<file path="config.mk">
export PLATFORM = sky130hd
export DESIGN_NAME = rcc_unit
export DESIGN_NICKNAME = d
export VERILOG_FILES = /design/src/rtl/rcc_pkg.sv /design/src/rtl/rcc_operand_sel.sv /design/src/rtl/rcc_cond_eval.sv /design/src/rtl/rcc_compare.sv /design/src/rtl/rcc_unit.sv
export SDC_FILE = /design/constraint.sdc
export NUM_CORES = 1
export LEC_CHECK = 0
export BUFFER_PORTS_ARGS = -buffer_cell sky130_fd_sc_hd__buf_2
export CAP_MARGIN = 20
export CELL_PAD_IN_SITES_DETAIL_PLACEMENT = 0
export CELL_PAD_IN_SITES_GLOBAL_PLACEMENT = 1
export CORE_MARGIN = 3
export CORE_UTILIZATION = 28
export DETAILED_ROUTE_END_ITERATION = 8
export PLACE_DENSITY = 0.95
export SYNTH_ARGS = -nofsm -noshare
export SYNTH_HDL_FRONTEND = slang
export SYNTH_SLANG_ARGS = --single-unit
</file>
<file path="constraint.sdc">
create_clock -name vclk -period 9.2
set_input_delay 0.46 -clock vclk [all_inputs]
set_output_delay 0.46 -clock vclk [all_outputs]
set_load 0.02 [all_outputs]
</file>
<file path="src/rtl/rcc_pkg.sv">
package rcc_pkg;
  typedef enum logic [1:0] {
    OPK_TEST = 2'd0,
    OPK_MOVE = 2'd1,
    OPK_CMP  = 2'd2,
    OPK_NONE = 2'd3
  } opk_e;

  typedef enum logic [2:0] {
    CND_ZERO   = 3'd0,
    CND_NZERO  = 3'd1,
    CND_NEG    = 3'd2,
    CND_NONNEG = 3'd3,
    CND_POS    = 3'd4,
    CND_NONPOS = 3'd5,
    CND_EVEN   = 3'd6,
    CND_ODD    = 3'd7
  } cnd_e;

  typedef enum logic [2:0] {
    CMP_EQ  = 3'd0,
    CMP_SLT = 3'd1,
    CMP_SLE = 3'd2,
    CMP_ULT = 3'd3,
    CMP_ULE = 3'd4
  } cmp_e;

  localparam int unsigned NUM_CND = 8;
endpackage

</file>
<file path="src/rtl/rcc_operand_sel.sv">
module rcc_operand_sel #(
  parameter int unsigned DATA_W = 64,
  parameter int unsigned LIT_W  = 8
) (
  input  logic [DATA_W-1:0] reg_val,
  input  logic [LIT_W-1:0]  lit_val,
  input  logic              use_lit,
  output logic [DATA_W-1:0] opnd
);
  localparam int unsigned PAD_W = DATA_W - LIT_W;

  always_comb begin
    if (use_lit) opnd = {{PAD_W{1'b0}}, lit_val};
    else         opnd = reg_val;
    if (use_lit) begin
      AST_LIT_ZEXT: assert (opnd[DATA_W-1:LIT_W] == '0 && opnd[LIT_W-1:0] == lit_val);
    end
  end
endmodule

</file>
<file path="src/rtl/rcc_cond_eval.sv">
module rcc_cond_eval
  import rcc_pkg::*;
#(
  parameter int unsigned DATA_W = 64
) (
  input  logic [DATA_W-1:0] value,
  input  logic [2:0]        sel,
  output logic              hit
);
  logic              is_zero;
  logic              sign_b;
  logic [NUM_CND-1:0] flags;

  always_comb begin
    is_zero = (value == '0);
    sign_b  = value[DATA_W-1];
    flags[CND_ZERO]   = is_zero;
    flags[CND_NZERO]  = !is_zero;
    flags[CND_NEG]    = sign_b;
    flags[CND_NONNEG] = !sign_b;
    flags[CND_POS]    = !sign_b && !is_zero;
    flags[CND_NONPOS] = sign_b || is_zero;
    flags[CND_EVEN]   = !value[0];
    flags[CND_ODD]    = value[0];
    hit = flags[sel];
    AST_COND_PAIRS: assert (flags[0] != flags[1] && flags[2] != flags[3] &&
                            flags[4] != flags[5] && flags[6] != flags[7]);
    AST_SIGN_SPLIT: assert ($onehot({flags[CND_NEG], flags[CND_ZERO], flags[CND_POS]}));
  end
endmodule

</file>
<file path="src/rtl/rcc_compare.sv">
module rcc_compare
  import rcc_pkg::*;
#(
  parameter int unsigned DATA_W = 64
) (
  input  logic [DATA_W-1:0] a,
  input  logic [DATA_W-1:0] b,
  input  logic [2:0]        sel,
  output logic              bit_out,
  output logic              sel_ok
);
  logic eq_b, ult_b, slt_b;

  always_comb begin
    eq_b  = (a == b);
    ult_b = (a < b);
    slt_b = ($signed(a) < $signed(b));
    sel_ok = 1'b1;
    unique case (sel)
      CMP_EQ:  bit_out = eq_b;
      CMP_SLT: bit_out = slt_b;
      CMP_SLE: bit_out = slt_b || eq_b;
      CMP_ULT: bit_out = ult_b;
      CMP_ULE: bit_out = ult_b || eq_b;
      default: begin
        bit_out = 1'b0;
        sel_ok  = 1'b0;
      end
    endcase
    AST_ORDER_EXCL: assert (!(eq_b && (ult_b || slt_b)));
    AST_SIGN_FLIP: assert ((a[DATA_W-1] == b[DATA_W-1]) ? (ult_b == slt_b) : (ult_b != slt_b));
  end
endmodule

</file>
<file path="src/rtl/rcc_unit.sv">
module rcc_unit
  import rcc_pkg::*;
#(
  parameter int unsigned DATA_W = 64,
  parameter int unsigned LIT_W  = 8
) (
  input  logic [DATA_W-1:0] test_opd,
  input  logic [DATA_W-1:0] src_reg,
  input  logic [LIT_W-1:0]  lit_val,
  input  logic              use_lit,
  input  logic [DATA_W-1:0] old_dest,
  input  logic [1:0]        op_kind,
  input  logic [2:0]        sel,
  output logic              cond_true,
  output logic [DATA_W-1:0] result,
  output logic              wr_en
);
  logic [DATA_W-1:0] opnd_b;
  logic              cnd_hit;
  logic              cmp_bit;
  logic              cmp_ok;

  rcc_operand_sel #(.DATA_W(DATA_W), .LIT_W(LIT_W)) u_opsel (
    .reg_val(src_reg), .lit_val(lit_val), .use_lit(use_lit), .opnd(opnd_b)
  );

  rcc_cond_eval #(.DATA_W(DATA_W)) u_cond (
    .value(test_opd), .sel(sel), .hit(cnd_hit)
  );

  rcc_compare #(.DATA_W(DATA_W)) u_cmp (
    .a(test_opd), .b(opnd_b), .sel(sel), .bit_out(cmp_bit), .sel_ok(cmp_ok)
  );

  always_comb begin
    cond_true = 1'b0;
    result    = '0;
    wr_en     = 1'b0;
    case (op_kind)
      OPK_TEST: cond_true = cnd_hit;
      OPK_MOVE: begin
        cond_true = cnd_hit;
        wr_en     = cnd_hit;
        result    = cnd_hit ? opnd_b : old_dest;
      end
      OPK_CMP: begin
        cond_true = cmp_bit;
        wr_en     = cmp_ok;
        result    = {{(DATA_W-1){1'b0}}, cmp_bit};
      end
      default: ;
    endcase
    if (op_kind == OPK_MOVE && !wr_en) begin
      AST_MOVE_KEEP: assert (result == old_dest);
    end
    if (op_kind == OPK_MOVE && wr_en) begin
      AST_MOVE_TAKE: assert (result == opnd_b && cond_true);
    end
    if (op_kind == OPK_CMP) begin
      AST_CMP_BOOL: assert (result[DATA_W-1:1] == '0 && result[0] == cond_true);
    end
    if (op_kind == OPK_TEST || op_kind == OPK_NONE) begin
      AST_NO_WRITE: assert (!wr_en && result == '0);
    end
  end
endmodule

</file>
==> results.toml, run 1 <==
[yosys]
netlist_top_cells_area = "ha_1 26%, nand2b_1 14%, a21oi_1 13%"
synthSimpleGateAreaFrac_pct = 43.2
synth_fp_nets = 773
synthCells = 499
synthAdderAreaFrac_pct = 26.0
ys_types = 45
synth_top_family_by_area = "simple AND/OR/NAND/NOR gates"
synthXorXnorAreaFrac_pct = 0.763
synthesis.area_sq_um = 3280
yosys_warnings = 0
yosys.area.top_type = "ha_1"
synth_common_cells = "82 x a21oi_1, 82 x nand2_1, 73 x nand2b_1"
synth_area_per_cell_sq_um = 6.57
yosysSeqAreaShare_pct = 0
synthMuxAreaShare_pct = 3.24
synth-compound-area-share_pct = 22.1
synth_top_area_share_pct = 26.0

[sta]
min_period_ns = 4.47
slew_violations = 0
setup_violations = 0
final_hold_viol_count = 0
fin_crit_sh_pct = 48.6
slew-limit-headroom_pct = 31.2
tns_ns = 0
worstMarginPinSlew_ns = 1.03
rsz0062_at_grt = "false"
max_freq_ghz = 0.224

[job]
timing.max_cap.violations = 0

[place]
gp_congestion = 0.849
hpwl_mm = 11.5
port_buffers = 272
placed_area_sq_um = 4730

[floorplanning]
die_x_um = 114
coreArea_sq_um = 11100
ioPinCount = 272
rows = 38
start_util_pct = 29.5
die_h_um = 114
die-area_sq_um = 13000

[global_routing]
grt.total_usage_pct = 18.7
grt_overflow = 0
grt_max_degree = 65
grt_pass1_wl_mm = 20.5
antenna_found_initial = 0
grt_pass1_vias = 4301

[critical_path]
cp.depth = 13
slowest_stage = "buf_2"
crit_type = "input pin to primary output"
arrival_ns = 4.01
critPathCaptureType = "primary output"
crit_chain = "buf_2 > nand2b_1 > ha_1 > nand4_1 > nor4_1 > nand2_1 > nor2_1 > a221oi_1 > nand2_1 > a21oi_1 > nor3b_1 > o221ai_1 > buf_2"
crit_buf_inv = 2
startpoint = "use_lit"
slowest_delay_ns = 0.72
cp_max_fo = 64
crit_path_start_kind = "input pin"
crit_path_end = "cond_true"
critPathRequiredTime_ns = 8.74
cpLargestDelayFamily = "simple AND/OR/NAND/NOR gates"

[cells_and_area]
nNetsFinal = 1021
multiInputGateArea_sq_um = 3150
drive_above_1_share_pct = 43.1
insertedDiodeCount = 0
nClkBuffers = 0
area_delta_synth_final_pct = 44.2
seq_area_sq_um = 0
seq_cell_count = 0
fillers = 1239
fin_area_sq_um = 4730

[drt]
wire_per_inst_um = 15.0
dr_total_vias = 4356
drtAntennaViolNets = 0
drt_iter0_markers = 116
drc = 0
vias_per_cell = 4.92
first_pass_iters = 4
drt_wl_total_mm = 13.2

[clock_tree]
hold_buffers = 0
postCtsSetupBuffers = 0
cts_resized = 0

[power]
peakVddDrop_v = 0.0000191
power_density_nw_per_um2 = 48.5
p_leak_nw = 2.45

[status]
status = "finished clean"

[worst_hold_path]
hp-class = "input pin to primary output"
[where the power goes]
| group | leakage (nW) | internal [mW] | total (mW) | switching, mW |
|---|---|---|---|---|
| Combinational | 2.45 | 0.101 | 0.229 | 0.129 |
| Clock | 0 | 0 | 0 | 0 |
| Sequential | 0 | 0 | 0 | 0 |
| Total | 2.45 | 0.101 | 0.229 | 0.129 |
[routing by layer]
metal	global-route usage, %	vias to the layer above	wire length, um
met5	0	-	0
met4	0.713	0	62
met3	2.38	6	898
met2	34.8	150	6430
met1	24.2	1904	5860
li1	-	2296	-
[area by class of cell]
cell class | count | area share (%)
multi-input cells | 465 | 66.7
inverters | 6 | 0.476
repair buffers | 274 | 29.1
well taps | 140 | 3.70
[kinds of logic (layout without fill, tap and decap cells)]
logic type | Yosys count | in the layout
xor gates and xnor gates | 2 | 2
adders and majority gates | 68 | 68
AOI/OAI and AO/OA | 125 | 125
and+or+nand+nor | 260 | 260
buffers and inverters | 34 | 280
muxes | 10 | 10
[worst min-delay path by stage]
stage            startpoint         end  cells after the start
5_1_grt        old_dest[41]  result[41]                      4
3_3_place_gp   old_dest[18]  result[18]                      4
3_5_place_dp   old_dest[23]  result[23]                      4
4_1_cts        old_dest[32]  result[32]                      4
6_report       old_dest[32]  result[32]                      4
2_1_floorplan        sel[2]   result[0]                      1
[cells in the final DEF, fill, tap and decap left out, types with 2 or more instances in the layout]
master / count
a21oi_1: 82
a21o_1: 5
buf_2: 272
nor3b_1: 3
nor4_2: 4
nor2_1: 14
nand2b_1: 73
mux2i_1: 8
o22ai_1: 2
a211oi_1: 9
or2_2: 35
o21ai_0: 10
nor4_1: 16
buf_4: 2
nor3_1: 3
a221oi_1: 2
nand2_1: 81
nand4_1: 14
nand3_1: 7
ha_1: 68
or2b_1: 5
inv_1: 6
o21a_1: 2
[stage by stage]
stage          instances  setup slack [ns]  hold slack [ns]  power (mW)  utilization, %
3_5_place_dp         885              4.71             1.26       0.230            42.5
2_1_floorplan        499              5.33             1.07       0.142               -
5_1_grt              885              4.25             1.27       0.261            42.5
6_report             885              4.73             1.26       0.229            42.5
4_1_cts              885              4.71             1.26       0.231            42.5
3_3_place_gp         885              4.76             1.25       0.228            42.5
No activity file was read; power rests on OpenSTA's default activity.
==> run 2, diff against run 1 <==
ABC_AREA = 1   (was default)
CORE_UTILIZATION = 25   (was 28)
clock period = 4.2 ns   (was 9.2 ns; I/O delays follow)
==> run 2 against run 1 <==
Sequential cell count is the same. First-iteration DRC count grew 6.9%. Power grew 120%. Worst hold slack lost 0.46 ns. Worst setup slack lost 3.8 ns. Design area shrank 1.0%. Utilization shrank 4.5 points. Combinational power grew 120%. Critical path type unchanged. Largest cell class unchanged.
==> results.toml, run 2 <==
[status]
status = "finished clean"

[floorplanning]
coreArea_sq_um = 12300
die_h_um = 119
start_util_pct = 26.1
die_x_um = 119
rows = 40
ioPinCount = 272
die-area_sq_um = 14300

[yosys]
synth_fp_nets = 822
yosysSeqAreaShare_pct = 0
yosysMostFrequentCell = "nand2_1"
synth_common_cells = "149 x nand2_1, 68 x ha_1, 67 x o21ai_1"
synthesis.area_sq_um = 3220
synthCells = 548
synth_area_per_cell_sq_um = 5.87
synth_top_area_share_pct = 26.4
yosys.area.top_type = "ha_1"
netlist_top_cells_area = "ha_1 26%, nand2_1 17%, o21ai_1 10%"
yosys_warnings = 0
ys_types = 31

[cells_and_area]
instances_no_fill = 967
fin_area_sq_um = 4680
insertedDiodeCount = 0
final_core_util_pct = 38.0
layout_common_cells = "272 x buf_2, 149 x nand2_1, 68 x ha_1, 67 x o21ai_1, 65 x a21oi_1"
fillers = 1436
final_common_cell = "buf_2"
area_delta_synth_final_pct = 45.4
seq_area_sq_um = 0
nClkBuffers = 0
seq_cell_count = 0
nNetsFinal = 1075
drive_above_1_share_pct = 40.4

[critical_path]
crit_type = "input pin to primary output"
startpoint = "use_lit"
critPathRequiredTime_ns = 3.99
cp_max_fo = 21
crit_path_start_kind = "input pin"
arrival_ns = 3.06
critPathCaptureType = "primary output"

[global_routing]
grt_pass1_vias = 4476
grt_overflow = 0
grt_pass1_wl_mm = 21.0
antenna_found_initial = 2
met3_usage_pct = 2.75
top_usage_layer = "met2"
grt.total_usage_pct = 17.4
grtUsageMet2_pct = 32.2
grt_max_degree = 64
use_met1_pct = 21.9

[place]
placedCellCount = 967
hpwl_mm = 11.7
port_buffers = 272
placed_area_sq_um = 4680
gp_congestion = 0.877

[worst_hold_path]
hp-class = "input pin to primary output"
hold_start = "src_reg[54]"

[clock_tree]
hold_buffers = 0
postCtsSetupBuffers = 0
cts_resized = 0

[drt]
wire_per_inst_um = 13.8
first_pass_iters = 4
dr_total_vias = 4571
drt_iter0_markers = 124
drtAntennaViolNets = 0
drt_wl_total_mm = 13.3
vias_per_cell = 4.73
drc = 0

[sta]
slew_violations = 0
worstMarginPinSlew_ns = 0.972
tns_ns = 0
max_freq_ghz = 0.306
min_period_ns = 3.27
final_hold_viol_count = 0
slew-limit-headroom_pct = 35.1
setup_violations = 0
hold_ws_ns = 0.798
fin_crit_sh_pct = 77.8
rsz0062_at_grt = "false"

[power]
p_leak_nw = 2.56
peakVddDrop_v = 0.0000540
power_density_nw_per_um2 = 106

[job]
timing.max_cap.violations = 0
## run 2: cell families (layout without fill, tap and decap cells)
| kind of cell | count (synthesis) | count (layout) | share of synthesized area [%] |
|---|---|---|---|
| and+or+nand+nor | 242 | 242 | 31.0 |
| muxes | 7 | 7 | 2.18 |
| AOI/OAI and AO/OA | 176 | 176 | 31.5 |
| buffers and inverters | 55 | 306 | 8.90 |
| adders and majority gates | 68 | 68 | 26.4 |
## run 2: layer usage
metal  wire [um]  vias up  share of wire, %
met1        5770     1956                43
met5          21        -              0.16
met3        1020       12               7.6
li1            -     2416                 -
met2        6410      183                48
met4         114        4              0.86
## run 2: metrics by stage
| stage | worst slack, ns | power [mW] |
|---|---|---|
| 2_1_floorplan | 1.02 | 0.312 |
| 3_3_place_gp | 0.965 | 0.493 |
| 3_5_place_dp | 0.920 | 0.497 |
| 4_1_cts | 0.909 | 0.499 |
| 5_1_grt | 0.498 | 0.564 |
| 6_report | 0.934 | 0.495 |
## run 2: power breakdown
| part | leakage [nW] | total [mW] | internal [mW] | switching (mW) |
|---|---|---|---|---|
| clock network | 0 | 0 | 0 | 0 |
| logic | 2.56 | 0.495 | 0.200 | 0.295 |
| registers | 0 | 0 | 0 | 0 |
| total | 2.56 | 0.495 | 0.200 | 0.295 |
## run 2: worst paths after layout
path	slack (ns)	cells past startpoint	end
worst min-delay path	0.80	4	result[54]
worst max-delay path	0.93	20	cond_true
## run 2: worst max-delay path, stage by stage
cell and delay [ns]:
buf_2 0.18, inv_2 0.34, buf_4 0.27, nand2_1 0.10, ha_1 0.30, nand2_1 0.08
nor2_1 0.14, nand2_1 0.10, nor4_2 0.30, nand2_1 0.10, nand2_1 0.06, nand2_1 0.09
nand3_1 0.10, nand3_1 0.09, nand2_1 0.06, nand2_1 0.04, nand2_1 0.08, nand2_1 0.08
a21oi_1 0.13, buf_2 0.18
## run 2: final cells by class
| class | instances | area, sq um | area share [%] |
|---|---|---|---|
| repair buffers | 277 | 1420 | 30.4 |
| inverters | 29 | 114 | 2.43 |
| multi-input cells | 493 | 2930 | 62.6 |
| well taps | 168 | 210 | 4.49 |
==> run 3, diff against run 2 <==
ABC_AREA = 0   (was 1)
CORE_UTILIZATION = 23   (was 25)
PLACE_DENSITY = 0.92   (was 0.95)
clock period = 3 ns   (was 4.2 ns; I/O delays follow)
==> run 3 against run 2 <==
Global-route usage down 0.45 points. Combinational power up 79%. Power up 79%. Final cell count down 0.62%. Count of clock-buffer cells in the layout unchanged. Largest cell class unchanged. Die area up 10%. Design area up 22%. Critical path depth down 6. Sequential share of layout area unchanged. Utilization up 4.0 points. Non-clock buffer count up 37.
==> results.toml, run 3 (synthesis results as in run 1) <==
[cells_and_area]
fin_area_sq_um = 5720
nClkBuffers = 0
area_delta_synth_final_pct = 74.4
fillers = 1424
seq_area_sq_um = 0
nNetsFinal = 1061
seq_cell_count = 0
drive_above_1_share_pct = 53.1
insertedDiodeCount = 0
final_common_cell = "buf_2"
layout_common_cells = "252 x buf_2, 79 x nand2_1, 72 x a21oi_1, 63 x nand2b_1, 53 x ha_1"

[power]
power_density_nw_per_um2 = 155
power_uw = 886
swShare_pct = 51.4
pwr-share-clk_pct = 0
seqPwrFrac_pct = 0
p_comb_share_pct = 100.0
p_leak_nw = 2.80
peakVddDrop_v = 0.0000851
intPower_uw = 431
p_sw_uw = 455

[sta]
rsz0062_at_grt = "true"
setup_violations = 0
worstMarginPinSlew_ns = 0.675
max_freq_ghz = 0.340
finalWorstSetupSlack_ns = 0.0578
final_hold_viol_count = 0
slew_violations = 0
min_period_ns = 2.94
slew-limit-headroom_pct = 54.9
fin_crit_sh_pct = 98.1

[critical_path]
critPathRequiredTime_ns = 2.85
crit_type = "input pin to primary output"
cp_max_fo = 5
critPathCaptureType = "primary output"
arrival_ns = 2.79
crit_path_start_kind = "input pin"

[place]
placed_area_sq_um = 5060
port_buffers = 272
pre_cts_ws_ns = -0.119
gp_congestion = 0.840
hpwl_mm = 12.6

[drt]
dr_total_vias = 4578
drtAntennaViolNets = 0
vias_per_cell = 4.76
wire_per_inst_um = 15.3
drt_iter0_markers = 92
drc = 0
drt_wl_total_mm = 14.7
first_pass_iters = 4

[floorplanning]
die_h_um = 125
rows = 42
die-area_sq_um = 15700
coreArea_sq_um = 13600
ioPinCount = 272
start_util_pct = 24.1
die_x_um = 125

[worst_hold_path]
hold_start = "old_dest[27]"
hp-class = "input pin to primary output"
hold_path_depth = 4
worstHoldEndpoint = "result[27]"

[global_routing]
grt_pass1_vias = 4566
grt.total_usage_pct = 17.0
antenna_found_initial = 0
grt_max_degree = 39
grt_overflow = 0
grt_pass1_wl_mm = 22.5

[job]
timing.max_cap.violations = 0

[clock_tree]
hold_buffers = 0

[status]
status = "finished clean"
-- run 3: cell type report --
cell class	instances	area (sq um)	area share (%)
Inverter	6	22.5	0.394
Timing Repair Buffer	314	1870	32.6
Tap cell	176	220	3.85
Multi-Input combinational cell	465	3610	63.1
-- run 3: worst max path at each step --
stage            startpoint          to  slack [ns]  cells past startpoint
3_3_place_gp        use_lit   cond_true       -0.08                     14
5_1_grt        test_opd[32]  result[10]       -0.06                     13
3_5_place_dp        use_lit   cond_true       -0.12                     14
6_report            use_lit   cond_true        0.06                     14
2_1_floorplan       use_lit   result[0]        0.06                     13
4_1_cts             use_lit   cond_true        0.02                     14
-- run 3: power by group through the flow --
| stage | sequential (mW) | combinational, mW | clock [mW] |
|---|---|---|---|
| finish | 0 | 0.886 | 0 |
| detailed placement | 0 | 0.779 | 0 |
| global placement | 0 | 0.773 | 0 |
| global route | 0 | 0.989 | 0 |
| floorplan | 0 | 0.440 | 0 |
| CTS | 0 | 0.813 | 0 |
-- run 3: worst max-delay path, cell delays in order --
cell and delay, ns:
buf_8 0.11, bufbuf_16 0.26, nand2b_4 0.15, ha_4 0.24, nand4_1 0.13, nor2_1 0.07, a221o_1 0.34, a211o_1 0.28
a221oi_2 0.23, nand2_2 0.12, o2bb2ai_2 0.14, nor3b_2 0.26, o221ai_2 0.12, buf_4 0.17
-- run 3: per-layer routing --
metal	global-route usage, %	vias up	share of wire, %
met5	0	-	0
met4	0.957	0	0.89
met3	2.26	8	6.9
met2	32.2	188	50
met1	21.3	2011	42
li1	-	2371	-
-- run 3: repair_timing --
item                                    CTS  global route
pin swaps                                 9            24
endpoints found under the setup margin   21            41
buffers inserted                          1             8
endpoints found under the hold margin     0             0
resized for setup                        19            74
cloned                                    2             0
-- run 3: through the flow --
stage          utilization (%)  TNS, ns  hold WS [ns]  instances
2_1_floorplan                -        0         0.403        499
3_3_place_gp              37.2   -0.218         0.633        950
3_5_place_dp              37.2   -0.686         0.636        950
4_1_cts                   38.4        0         0.639        953
5_1_grt                   42.0   -0.234         0.649        961
6_report                  42.0        0         0.635        961
